File: src/rtl/bwgen_pkg.sv
package bwgen_pkg;

    typedef enum logic [2:0] {
        GEN_IDLE,
        GEN_REQUEST,
        GEN_WRITE,
        GEN_READ,
        GEN_CLOSE
    } gen_state_e;

endpackage

File: src/rtl/bwgen_pacer.sv
// Free-running slot timer: pulses once per PERIOD cycles while run is high.
module bwgen_pacer #(
    parameter int PERIOD = 64
) (
    input  logic clk,
    input  logic rst_n,
    input  logic run,
    output logic tick
);
    localparam int TW = (PERIOD > 1) ? $clog2(PERIOD) : 1;
    localparam logic [TW-1:0] LAST = TW'(PERIOD - 1);

    logic [TW-1:0] phase_q;

    always_ff @(posedge clk or negedge rst_n) begin
        if (!rst_n) begin
            phase_q <= '0;
        end else if (!run || phase_q == LAST) begin
            phase_q <= '0;
        end else begin
            phase_q <= phase_q + 1'b1;
        end
    end

    assign tick = run && (phase_q == LAST);

endmodule

File: src/rtl/bwgen_tally.sv
// Completed and late burst counters, plus the finite-total limit.
module bwgen_tally #(
    parameter int CNT_W       = 16,
    parameter int BURST_TOTAL = 5
) (
    input  logic             clk,
    input  logic             rst_n,
    input  logic             burst_end,
    input  logic             late_hit,
    output logic [CNT_W-1:0] bursts,
    output logic [CNT_W-1:0] lates,
    output logic             limit_hit
);
    always_ff @(posedge clk or negedge rst_n) begin
        if (!rst_n) begin
            bursts <= '0;
            lates  <= '0;
        end else begin
            if (burst_end) bursts <= bursts + 1'b1;
            if (late_hit)  lates  <= lates + 1'b1;
        end
    end

    generate
        if (BURST_TOTAL == 0) begin : g_unlimited
            assign limit_hit = 1'b0;
        end else begin : g_finite
            assign limit_hit = (bursts == CNT_W'(BURST_TOTAL));
        end
    endgenerate

endmodule

File: src/rtl/bwgen_ctrl.sv
// Burst state machine: one outstanding command, then a beat phase per direction.
module bwgen_ctrl
    import bwgen_pkg::*;
#(
    parameter int BEATS    = 24,
    parameter int BEAT_W   = 5,
    parameter bit IS_WRITE = 1'b1
) (
    input  logic              clk,
    input  logic              rst_n,
    input  logic              tick,
    input  logic              enable,
    input  logic              limit_hit,
    input  logic              req_gnt,
    input  logic              wr_ready,
    input  logic              rd_valid,
    input  logic              rd_last,
    output logic              req_valid,
    output logic              wr_valid,
    output logic              wr_last,
    output logic              rd_ready,
    output logic              burst_end,
    output logic              late_hit,
    output logic              busy,
    output logic [BEAT_W-1:0] beat
);
    localparam logic [BEAT_W-1:0] LAST_BEAT = BEAT_W'(BEATS - 1);

    gen_state_e st_q, st_d;

    always_ff @(posedge clk or negedge rst_n) begin
        if (!rst_n) st_q <= GEN_IDLE;
        else        st_q <= st_d;
    end

    always_comb begin
        st_d = st_q;
        unique case (st_q)
            GEN_IDLE: begin
                if (tick && enable && !limit_hit) st_d = GEN_REQUEST;
            end
            GEN_REQUEST: begin
                if (req_gnt) begin
                    if (IS_WRITE) st_d = GEN_WRITE;
                    else          st_d = GEN_READ;
                end
            end
            GEN_WRITE: begin
                if (wr_ready && beat == LAST_BEAT) st_d = GEN_CLOSE;
            end
            GEN_READ: begin
                if (rd_valid && rd_last) st_d = GEN_CLOSE;
            end
            GEN_CLOSE: st_d = GEN_IDLE;
            default:   st_d = GEN_IDLE;
        endcase
    end

    always_comb begin
        req_valid = 1'b0;
        wr_valid  = 1'b0;
        rd_ready  = 1'b0;
        burst_end = 1'b0;
        busy      = 1'b1;
        unique case (st_q)
            GEN_IDLE:    busy      = 1'b0;
            GEN_REQUEST: req_valid = 1'b1;
            GEN_WRITE:   wr_valid  = 1'b1;
            GEN_READ:    rd_ready  = 1'b1;
            GEN_CLOSE:   burst_end = 1'b1;
            default:     busy      = 1'b0;
        endcase
        wr_last  = wr_valid && (beat == LAST_BEAT);
        late_hit = tick && busy;
    end

    always_ff @(posedge clk or negedge rst_n) begin
        if (!rst_n) begin
            beat <= '0;
        end else if (st_q == GEN_WRITE && wr_ready) begin
            beat <= (beat == LAST_BEAT) ? '0 : beat + 1'b1;
        end
    end

endmodule

File: src/rtl/bw_load_gen.sv
module bw_load_gen
    import bwgen_pkg::*;
#(
    parameter int BURST_BYTES   = 192,
    parameter int BEAT_BYTES    = 8,
    parameter int PERIOD_CYCLES = 64,
    parameter int BURST_TOTAL   = 5,
    parameter bit IS_WRITE      = 1'b1,
    parameter int ADDR_W        = 32,
    parameter int CNT_W         = 16,
    parameter logic [ADDR_W-1:0] BASE_ADDR = ADDR_W'(32'h0004_0000),
    localparam int BEATS  = BURST_BYTES / BEAT_BYTES,
    localparam int LEN_W  = $clog2(BEATS + 1),
    localparam int BEAT_W = (BEATS > 1) ? $clog2(BEATS) : 1,
    localparam int DATA_W = BEAT_BYTES * 8
) (
    input  logic              clk,
    input  logic              rst_n,
    input  logic              enable,
    output logic              req_valid,
    output logic              req_write,
    output logic [ADDR_W-1:0] req_addr,
    output logic [LEN_W-1:0]  req_len,
    input  logic              req_gnt,
    output logic              wr_valid,
    output logic [DATA_W-1:0] wr_data,
    output logic              wr_last,
    input  logic              wr_ready,
    input  logic              rd_valid,
    input  logic              rd_last,
    output logic              rd_ready,
    output logic              busy,
    output logic              done,
    output logic [CNT_W-1:0]  bursts_done,
    output logic [CNT_W-1:0]  bursts_late
);
    localparam int HALF = DATA_W / 2;

    logic              tick;
    logic              burst_end;
    logic              late_hit;
    logic [BEAT_W-1:0] beat;

    bwgen_pacer #(.PERIOD(PERIOD_CYCLES)) u_pacer (
        .clk  (clk),
        .rst_n(rst_n),
        .run  (enable && !done),
        .tick (tick)
    );

    bwgen_ctrl #(.BEATS(BEATS), .BEAT_W(BEAT_W), .IS_WRITE(IS_WRITE)) u_ctrl (
        .clk      (clk),
        .rst_n    (rst_n),
        .tick     (tick),
        .enable   (enable),
        .limit_hit(done),
        .req_gnt  (req_gnt),
        .wr_ready (wr_ready),
        .rd_valid (rd_valid),
        .rd_last  (rd_last),
        .req_valid(req_valid),
        .wr_valid (wr_valid),
        .wr_last  (wr_last),
        .rd_ready (rd_ready),
        .burst_end(burst_end),
        .late_hit (late_hit),
        .busy     (busy),
        .beat     (beat)
    );

    bwgen_tally #(.CNT_W(CNT_W), .BURST_TOTAL(BURST_TOTAL)) u_tally (
        .clk      (clk),
        .rst_n    (rst_n),
        .burst_end(burst_end),
        .late_hit (late_hit),
        .bursts   (bursts_done),
        .lates    (bursts_late),
        .limit_hit(done)
    );

    // Running start address, advanced as each burst closes.
    always_ff @(posedge clk or negedge rst_n) begin
        if (!rst_n)         req_addr <= BASE_ADDR;
        else if (burst_end) req_addr <= req_addr + ADDR_W'(BURST_BYTES);
    end

    assign req_write = IS_WRITE;
    assign req_len   = LEN_W'(BEATS);

    generate
        if (IS_WRITE) begin : g_wr_payload
            assign wr_data = {HALF'(bursts_done), HALF'(beat)};
        end else begin : g_rd_only
            assign wr_data = '0;
        end
    endgenerate

endmodule

File: config.mk
export PLATFORM = sky130hd
export DESIGN_NAME = bw_load_gen
export DESIGN_NICKNAME = d
export VERILOG_FILES = /design/src/rtl/bwgen_pkg.sv /design/src/rtl/bwgen_pacer.sv /design/src/rtl/bwgen_tally.sv /design/src/rtl/bwgen_ctrl.sv /design/src/rtl/bw_load_gen.sv
export SDC_FILE = /design/constraint.sdc
export NUM_CORES = 1
export LEC_CHECK = 0
export BUFFER_PORTS_ARGS = -buffer_cell sky130_fd_sc_hd__buf_2
export CAP_MARGIN = 40
export CORE_ASPECT_RATIO = 0.7
export CORE_MARGIN = 1
export CORE_UTILIZATION = 54
export DETAILED_ROUTE_END_ITERATION = 8
export PLACE_DENSITY = 0.95
export SLEW_MARGIN = 20
export SYNTH_ARGS = -nofsm -noshare
export SYNTH_HDL_FRONTEND = slang
export SYNTH_SLANG_ARGS = --single-unit
File: constraint.sdc
create_clock -name clk -period 3.2 [get_ports clk]
set_input_delay 0.16 -clock clk [delete_from_list [all_inputs] [get_ports clk]]
set_output_delay 0.16 -clock clk [all_outputs]
set_load 0.1 [all_outputs]
# Word-level counts from Yosys, hierarchy flattened
# Cells that the tools add are included.
[word_totals]
reg_bits = 78
latch_bits = 0
ram_bits = 0
rom_bits = 0
input_bits = 7
out_inout_bits = 140
word_cells = 49
n_memories = 0
[op_classes]
addsub = 5
multipliers = 0
n_div = 0
magnitude_cmp = 0
eq_ne = 11
shift = 0
muxes = 12
bitwise_logic = 0
reduce_logical = 15
[op_table]
columns = ["op", "n"]
rows = [
  ["$add 16x1->16 const B", 2],
  ["$add 32x8->32 const B", 1],
  ["$eq 16x3->1 const B", 1],
  ["$mux 3", 4],
  ["$pmux 3 s4", 1],
  ["$logic_and 1x1->1", 9],
  ["$add 6x1->6 const B", 1],
  ["$eq 3x2->1 const B", 2],
  ["$eq 6x6->1 const B", 1],
  ["$mux 6", 1],
  ["$ne 2x1->1 const B", 3],
  ["$add 5x1->5 const B", 1],
  ["$eq 5x5->1 const B", 1],
  ["$mux 1", 5],
  ["$mux 5", 1],
  ["$reduce_and 4->1", 1],
  ["$reduce_or 4->1", 1],
  ["$eq 3x1->1 const B", 1],
  ["$eq 3x3->1 const B", 1],
  ["$logic_not 3->1", 1],
  ["$logic_not 1->1", 2],
  ["$ne 2x2->1 const B", 1],
  ["$logic_or 1x1->1", 1],
]

# Logic depth before layout (Yosys ltp)
# Gate-level depths: netlist of the first run.
[logic_depth]
word_depth = 8
mapped_depth = 7
depth_no_buf = 6

# Cells and area by module
# From an unflattened synthesis of the first run, not the netlist that was laid out.
[hier_totals]
cells_unflattened = 375
area_unflattened_um2 = 3930.0
[by_module_without_submodules]
columns = ["module", "n_inst", "cells_each", "area_each_um2", "seq_area_each_um2"]
rows = [
  ["bw_load_gen", 1, 175, 1745.4, 651.9],
  ["bwgen_tally", 1, 125, 1453.9, 800.8],
  ["bwgen_ctrl", 1, 47, 456.7, 200.2],
  ["bwgen_pacer", 1, 28, 274.0, 150.1],
]

# Worst setup path after synthesis of the first run
# No wires, ideal clock.
[synth_path]
kind = "reg2out"
start = "reg u_ctrl.beat[0]"
end = "out wr_last"
t_arrival_ns = 3.553
required_ns = 3.040
slack_ns = -0.513
stages_incl_launch_ff = 4
n_path_buf = 0
cell_sequence = "dfrtp_1 > ha_1 > nand4b_1 > nor3_1"
[synth_between]
elab_chain_len = 2
[synth_lines]
columns = ["element", "line_no", "text"]
rows = [
  ["start: declaration", "bwgen_ctrl.sv:25", "output logic [BEAT_W-1:0] beat"],
  ["start signal: assignment", "bwgen_ctrl.sv:81", "beat <= (beat == LAST_BEAT) ? '0 : beat + 1'b1;"],
  ["$eq 5x5->1", "bwgen_ctrl.sv:73", "wr_last = wr_valid && (beat == LAST_BEAT);"],
  ["$logic_and 1x1->1", "bwgen_ctrl.sv:73", ""],
  ["end: declaration", "bw_load_gen.sv:27", "output logic wr_last,"],
]
# Every way passes these cells.

# Worst setup path after layout of the first run
[layout_path]
start = "reg u_tally.bursts[0]"
end = "out done"
[layout_between]
elab_chain_len = 1
[layout_lines]
columns = ["element", "line_no", "text"]
rows = [
  ["start: declaration", "bwgen_tally.sv:10", "output logic [CNT_W-1:0] bursts,"],
  ["start signal: assignment", "bwgen_tally.sv:19", "if (burst_end) bursts <= bursts + 1'b1;"],
  ["$eq 16x3->1", "bwgen_tally.sv:28", "assign limit_hit = (bursts == CNT_W'(BURST_TOTAL));"],
  ["end: declaration", "bw_load_gen.sv:33", "output logic done,"],
]
# Every way passes these cells.

==> reports/metrics.csv, run 1 <==
metric,value,unit
outcome,"complete, no violations",
fin_total_pwr,3311,µW
insertedDiodeCount,0,
antenna_left,0,
worst_pin_slew,0.8509,ns
cts.clk_slew.worst_paths,0.09,ns
ys_seq_elements,72,
fmaxAchievable,0.4432,GHz
multiInputGateArea,1823,µm²
sequential_cell_area,1803,µm²
detailroute.via_count,2854,
track_usage,20.29,%
drtPass1Iterations,4,
syn-instance-count,389,
final.setup_skew,0.01189,ns
grt.overflow.total,0,
worst_r2r_endpoint,u_tally.lates[1]$_DFFE_PN0P_,
worst_hold_path_stage_count,2,
grt_start_max_net_pins,52,
clock_root_buffer,clkbuf_8,
synth_sequential_area_ratio,44.52,%
initial_utilization,55.58,%
cp_class,register to output port,
comb_power_share,45.1,%
hold_violations,0,
remaining_drc_errors,0,
top_reg_cell_synth,dfrtp_1,
clk-insertion-delay-late,0.36,ns
cp_data_arrival_time,2.10,ns
leakagePower,0.002279,µW
leading_cell_types_in_the_layout_fill_and_taps_excluded,"buf_2, dfrtp_1, conb_1",
routed_wirelength_normalized_by_instance_count,13.75,µm
critPathRequiredTime,3.04,ns
power_frac_clock,20.7,%
synth.area.top_cells,"dfrtp_1, buf_4, xnor2_1",
num-nets-final,482,
placement_rows,26,
floorplan.io_pins,147,
synth_enable_flop_cells,0,
timing.critical_path.from_type,register,
top_cell_type_by_total_area_after_synthesis,dfrtp_1,
p_per_area,741.2,nW/µm²
cellInternalPower,1490,µW
timing.critical_path.from,u_tally.bursts[0]$_DFFE_PN0N_,
min-delay-start,req_gnt,
number_of_fillers_in_the_final_layout,608,
drive_gt1_share,27.00,%
floorplan.die.width,105.5,µm
wl_met3,447,µm
flow.area_growth_from_synthesis,10.29,%
async_reset_ff_share,100.0,%
cts.sink_count,72,
leading_cell_type_in_the_layout_fill_and_taps_excluded,buf_2,
met2_wirelength,3539,µm
dp_worst_setup_slack,1.089,ns
cts_hold_buffers,1,
finalWirelength,7863,µm
post_dp_hpwl,5808,µm
cts_post_setup_buffers_inserted,0,
design.die.area,7856,µm²
slew_headroom,42.84,%
grt_antenna_before_repair,0,
grt_setup_unrepaired,no,
worst-r2r-cell-count,5,
yosysWarningCount,0,
cts_max_level,3,
netSwitchingFraction,55.00,%
critical_path.reg2reg.startpoint,u_pacer.phase_q[0]$_DFF_PN0_,
cts_tree,done,
mappedNetlistArea,4050,µm²
max_cap_violations,0,
crit_path_end_kind,output port,
max-clock-path-buffers,2,
yosysTopAreaCellShare,43.87,%
final_cell_area,4467,µm²
grt_first_pass_wirelength,12190,µm
min_period_over_period,70.51,%
vias_per_cell,4.990,
max-vdd-ir-drop,0.0009334,V
grt_pass1_vias,2504,
drt_first_iter_violations,148,
setup_total_negative_slack,0,ns
holdCritPathClass,input pin to register,
reg2reg_setup_slack,1.07,ns
power.net_switching,1821,µW
min_period,2.256,ns
top_layer_used,met4,
die_h,74.46,µm
synth_cell_type_count,42,
share_seq_of_total_power,34.2,%
finalWeightedCongestion,0.8349,
route.layer.met1.wl,3776,µm
cts_resized,0,
final-max-slew-violation-count,0,
final_critical_path_setup_slack,0.9437,ns
placed_area,4264,µm²
synthesis.area_per_instance,10.41,µm²
numCtsBuffers,9,
port_buffers,91,
placeableCoreArea,7287,µm²
hold_path_end,u_ctrl.st_q[1]$_DFFE_PN0P_,
report.final.setup_viol,0,
timing.critical_path.fanout_max,7,
[logic make-up (layout without fill, tap and decap cells)]
kind of cell / after synthesis / in the layout / share of synthesized area [%]
AO/OA/AOI/OAI: 11 / 11 / 1.885
XOR/XNOR: 61 / 61 / 13.19
adder cells (fa/ha/maj): 6 / 6 / 1.854
buffers and inverters: 91 / 123 / 15.51
flip-flops: 72 / 72 / 44.52
multiplexers: 4 / 4 / 1.174
other: 2 / 55 / 0.1854
AND/OR/NAND/NOR: 142 / 142 / 21.69
[through the flow]
stage          hold WS [ns]  instances  util (%)
6_report            0.04053        572     61.30
5_1_grt             0.05363        572     61.30
4_1_cts             0.02245        571     61.20
3_5_place_dp         0.1458        554     58.52
3_3_place_gp         0.1409        554     58.52
2_1_floorplan       -0.1356        442         -
[flip-flops by register name, indices dropped and copies added, names as in the netlist]
signal           flops
u_tally.lates       16
req_addr            26
u_ctrl.beat          5
u_tally.bursts      16
u_ctrl.st_q          3
u_pacer.phase_q      6
[worst max path at each step]
stage	endpoint	slack, ns	cells after the start
after detailed placement	u_tally.lates[1]$_DFFE_PN0P_	1.09	5
after global placement	u_tally.lates[1]$_DFFE_PN0P_	1.17	5
final	done	0.94	4
after CTS	done	0.93	4
after global routing	done	0.86	5
after floorplan	u_ctrl.st_q[1]$_DFFE_PN0P_	0.17	4
[worst max-delay path, cell delays in order, from the launching register on]
cell and delay (ns):
dfrtp_1 0.51, ha_1 0.20, nor4b_2 0.29, and4_1 0.29, buf_2 0.44
[cells in the mapped netlist, types with 2 or more instances]
| cell type | n |
|---|---|
| nand3_4 | 2 |
| inv_1 | 12 |
| and3_1 | 11 |
| and2_1 | 3 |
| xor2_1 | 13 |
| dfrtp_1 | 71 |
| and4_1 | 4 |
| nand4_1 | 30 |
| a21oi_1 | 5 |
| ha_1 | 6 |
| buf_4 | 73 |
| o21ai_0 | 2 |
| mux2_2 | 2 |
| nor3b_1 | 2 |
| nor4_1 | 3 |
| xnor2_1 | 48 |
| nand4b_1 | 3 |
| nor3_1 | 11 |
| nand2_1 | 22 |
| conb_1 | 2 |
| nor2_1 | 22 |
| buf_2 | 4 |
| nand3_1 | 17 |
| nand2b_1 | 2 |
| nor4b_2 | 2 |
[power by group through the flow]
stage | clock network (µW) | registers, µW | logic [µW]
after floorplan | 0 | 1710 | 816
after detailed placement | 0 | 1150 | 1500
after global placement | 0 | 1140 | 1480
after CTS | 698 | 1130 | 1500
final | 684 | 1130 | 1490
after global routing | 733 | 1150 | 1540
[cell type report]
cell class,instances,share of cell area [%]
inverter,12,1.008
tap,98,2.745
multi-input combinational,279,40.81
sequential,72,40.36
timing repair buffer,95,10.92
clock inverter,7,1.373
clock buffer,9,2.773
[layer usage]
metal / up-vias / track usage [%]
met2: 96 / 30.85
met1: 1378 / 28.60
li1: 1367 / -
met5: - / 0
met3: 13 / 5.346
met4: 0 / 6.790
(Power assumes the default switching activity.)
==> run 2, diff against run 1 <==
--- a/config.mk
+++ b/config.mk
@@ -5,13 +5,14 @@
 export SDC_FILE = /design/constraint.sdc
 export NUM_CORES = 1
 export LEC_CHECK = 0
+export ABC_AREA = 1
 export BUFFER_PORTS_ARGS = -buffer_cell sky130_fd_sc_hd__buf_2
 export CAP_MARGIN = 40
 export CORE_ASPECT_RATIO = 0.7
 export CORE_MARGIN = 1
-export CORE_UTILIZATION = 54
+export CORE_UTILIZATION = 52
 export DETAILED_ROUTE_END_ITERATION = 8
-export PLACE_DENSITY = 0.95
+export PLACE_DENSITY = 0.9
 export SLEW_MARGIN = 20
 export SYNTH_ARGS = -nofsm -noshare
 export SYNTH_HDL_FRONTEND = slang
==> constraint.sdc (replaced) <==
create_clock -name clk -period 2.2 [get_ports clk]
set_input_delay 0.11 -clock clk [delete_from_list [all_inputs] [get_ports clk]]
set_output_delay 0.11 -clock clk [all_outputs]
set_load 0.1 [all_outputs]
==> run 2 against run 1 <==
Power increased by 55%. Routed wire length rose by 24%. Highest routed layer unchanged. Synthesized cell count increased by 52%. Global-route usage is 1.8 points higher. Critical path depth did not move. Sequential share of layout area shrank 5.4 points. Clock skew decreased by 0.0071 ns. Synthesized area rose by 13%. Via count grew 34%. Combinational power up 33%. Worst hold slack got worse by 0.014 ns.
==> reports/metrics.csv, run 2 <==
metric,value,unit,change
crit_slowest_cell,buf_2,,
reg2reg_setup_slack,0.41,ns,-0.66 ns
remaining_drc_errors,0,,unchanged
drt_first_iter_violations,286,,+93%
synthMostInstantiatedCell,nand2_1,,
clk-insertion-delay-late,0.33,ns,-0.03 ns
slew_headroom,55.78,%,+13 points
initial_utilization,53.98,%,-1.6 points
layout.core_utilization,61.48,%,+0.18 points
timing.critical_path.from_type,register,,
max-vdd-ir-drop,0.0005755,V,-38%
sequential_cell_area,1822,µm²,+1.0%
flow.area_growth_from_synthesis,13.89,%,
post_dp_hpwl,7239,µm,+25%
finalWeightedCongestion,0.9068,,+8.6%
cts_tree,done,,
final.setup_skew,0.004810,ns,-0.007077 ns
finish.cell_count_without_fillers,797,,+39%
leading_cell_types_in_the_layout_fill_and_taps_excluded,"nand2_1, buf_2, nor2_1",,
design.die.area,9187,µm²,+17%
ys_seq_elements,72,,unchanged
finalWirelength,9733,µm,+24%
cts_max_level,3,,unchanged
grt.overflow.total,0,,unchanged
p_per_area,985.9,nW/µm²,+33%
registers_with_the_most_flip_flops,"req_addr x26, u_tally.bursts x16, u_tally.lates x16",,
grt_antenna_before_repair,0,,unchanged
clock_root_buffer,clkbuf_16,,
track_usage,22.11,%,+1.8 points
synth.area.top_cells,"dfrtp_1, nand2_1, buf_4",,
number_of_fillers_in_the_final_layout,776,,+28%
die_h,80.50,µm,+8.1%
report.final.setup_viol,0,,unchanged
largest_reg_flops,26,,unchanged
max-clock-path-buffers,2,,unchanged
placed_area,4880,µm²,+14%
detailroute.via_count,3838,,+34%
drive_gt1_share,20.53,%,-6.5 points
grt_first_pass_wirelength,15810,µm,+30%
slowest_stage_delay_on_critical_path,0.45,ns,-0.06 ns
setup_total_negative_slack,0,ns,unchanged
final-max-slew-violation-count,0,,unchanged
antenna_left,0,,unchanged
hold_violations,0,,unchanged
min_period_over_period,88.51,%,
cp_data_arrival_time,1.84,ns,-0.26 ns
floorplan.die.width,114.1,µm,+8.2%
syn-instance-count,591,,+52%
dp.cells,779,,+41%
synth_cell_type_count,36,,-14%
top_reg_cell_synth,dfrtp_1,,
synth_enable_flop_cells,0,,unchanged
placeableCoreArea,8478,µm²,+16%
timing.critical_path.fanout_max,5,,-2
numCtsBuffers,9,,unchanged
ys_top_cells_by_count,"nand2_1, buf_4, dfrtp_1",,
grt_pass1_vias,3351,,+34%
yosysTopAreaCellShare,38.82,%,-5.0 points
final_cell_area,5213,µm²,+17%
multiInputGateArea,2211,µm²,+21%
crit_path_end_kind,output port,,
routed_wirelength_normalized_by_instance_count,12.21,µm,-11%
cts.sink_count,72,,unchanged
cts.clk_slew.worst_paths,0.06,ns,-0.03 ns
top_cell_type_by_total_area_after_synthesis,dfrtp_1,,
min_period,1.947,ns,
fmaxAchievable,0.5135,GHz,
cp_class,register to output port,,
synthesis.area_per_instance,7.744,µm²,-26%
fin_total_pwr,5139,µW,+55%
insertedDiodeCount,0,,unchanged
outcome,"complete, no violations",,
vias_per_cell,4.816,,-3.5%
yosysWarningCount,0,,unchanged
leading_cell_type_in_the_layout_fill_and_taps_excluded,nand2_1,,
drtPass1Iterations,5,,+1
max_cap_violations,0,,unchanged
synth_sequential_area_ratio,39.39,%,-5.1 points
async_reset_ff_share,100.0,%,unchanged
critPathRequiredTime,2.09,ns,-0.95 ns
port_buffers,91,,unchanged
grt_setup_unrepaired,no,,
leakagePower,0.002804,µW,+23%
mappedNetlistArea,4577,µm²,+13%
cp_cell_sequence,"ha_1, nand3_1, nor3_4, buf_2",,
grt_start_max_net_pins,46,,-12%
num-nets-final,685,,+42%
floorplan.io_pins,147,,unchanged
worst_pin_slew,0.6632,ns,-0.1876 ns
cts_post_setup_buffers_inserted,0,,unchanged
regMostFlops,req_addr,,
holdCritPathClass,input pin to register,,
placement_rows,28,,+7.7%
[run 2: cell types whose count changed in the layout (fill, tap and decap cells not counted), moves of 12 or more]
cell and change:
xor2_1 +16, o21ai_0 +12, xnor2_1 -30, nand2_1 +132, nand4_1 -19, nand3_1 +13, nor2_1 +46, inv_1 +44
[run 2: path summary, 6_finish.rpt]
| path | startpoint | endpoint | cells after the start |
|---|---|---|---|
| worst max-delay path | u_ctrl.beat[0]$_DFFE_PN0P_ | wr_last | 4 |
| worst min-delay path | enable | u_pacer.phase_q[4]$_DFF_PN0_ | 3 |
| worst max register to register | u_tally.bursts[1]$_DFFE_PN0N_ | u_tally.lates[15]$_DFFE_PN0P_ | 11 |
| worst min register to register | u_pacer.phase_q[0]$_DFF_PN0_ | u_pacer.phase_q[0]$_DFF_PN0_ | 1 |
| max in group asynchronous | rst_n | req_addr[18]$_DFFE_PN1N_ | 3 |
| min in group asynchronous | rst_n | u_ctrl.beat[3]$_DFFE_PN0P_ | 2 |
[run 2: logic make-up (layout without fill, tap and decap cells)]
| kind of cell | after synthesis | in the layout | share of synthesized area [%] |
|---|---|---|---|
| other | 2 | 55 | 0.1641 |
| XOR/XNOR | 47 | 47 | 8.994 |
| AND/OR/NAND/NOR | 302 | 302 | 29.31 |
| adder cells (fa/ha/maj) | 6 | 6 | 1.640 |
| buffers and inverters | 135 | 168 | 17.44 |
| AO/OA/AOI/OAI | 27 | 27 | 3.062 |
| flip-flops | 72 | 72 | 39.39 |
[run 2: through the flow]
stage          hold WS, ns  setup WS (ns)
6_report           0.02611         0.2527
5_1_grt            0.03966         0.1448
4_1_cts            0.01717         0.2308
3_5_place_dp        0.1843         0.4431
3_3_place_gp        0.1682         0.4718
2_1_floorplan      -0.1856        -0.1460
[run 2: what timing repair did]
item / in CTS / in global routing
hold endpoints to repair: 28 / 0
hold buffers: 2 / 0
gates resized for setup: 0 / 0
[run 2: power by group]
part / internal, µW / switching (µW)
sequential: 1460 / 155
combinational: 244 / 1740
clock: 988 / 556
[run 2: area by class of cell]
cell class                 count  share of cell area (%)
multi-input combinational    437                   42.41
sequential                    72                   34.95
timing repair buffer          95                   9.650
clock buffer                  10                   4.393
inverter                      57                   4.105
tap                          120                   2.880
clock inverter                 6                   1.608
[run 2: critical path: cells and delay by family, from the launching register on]
family                     cells  cell delay [ns]
buffers and inverters          1             0.45
and+or+nand+nor                2             0.43
DFF                            1             0.43
adders and majority gates      1             0.20
[run 2: layer usage]
metal / GRT usage (%) / wire, µm / vias to the layer above
li1: - / - / 1883
met1: 30.10 / 4538 / 1823
met2: 34.97 / 4474 / 124
met3: 5.962 / 658 / 8
met4: 5.195 / 61 / 0
met5: 0 / 0 / -
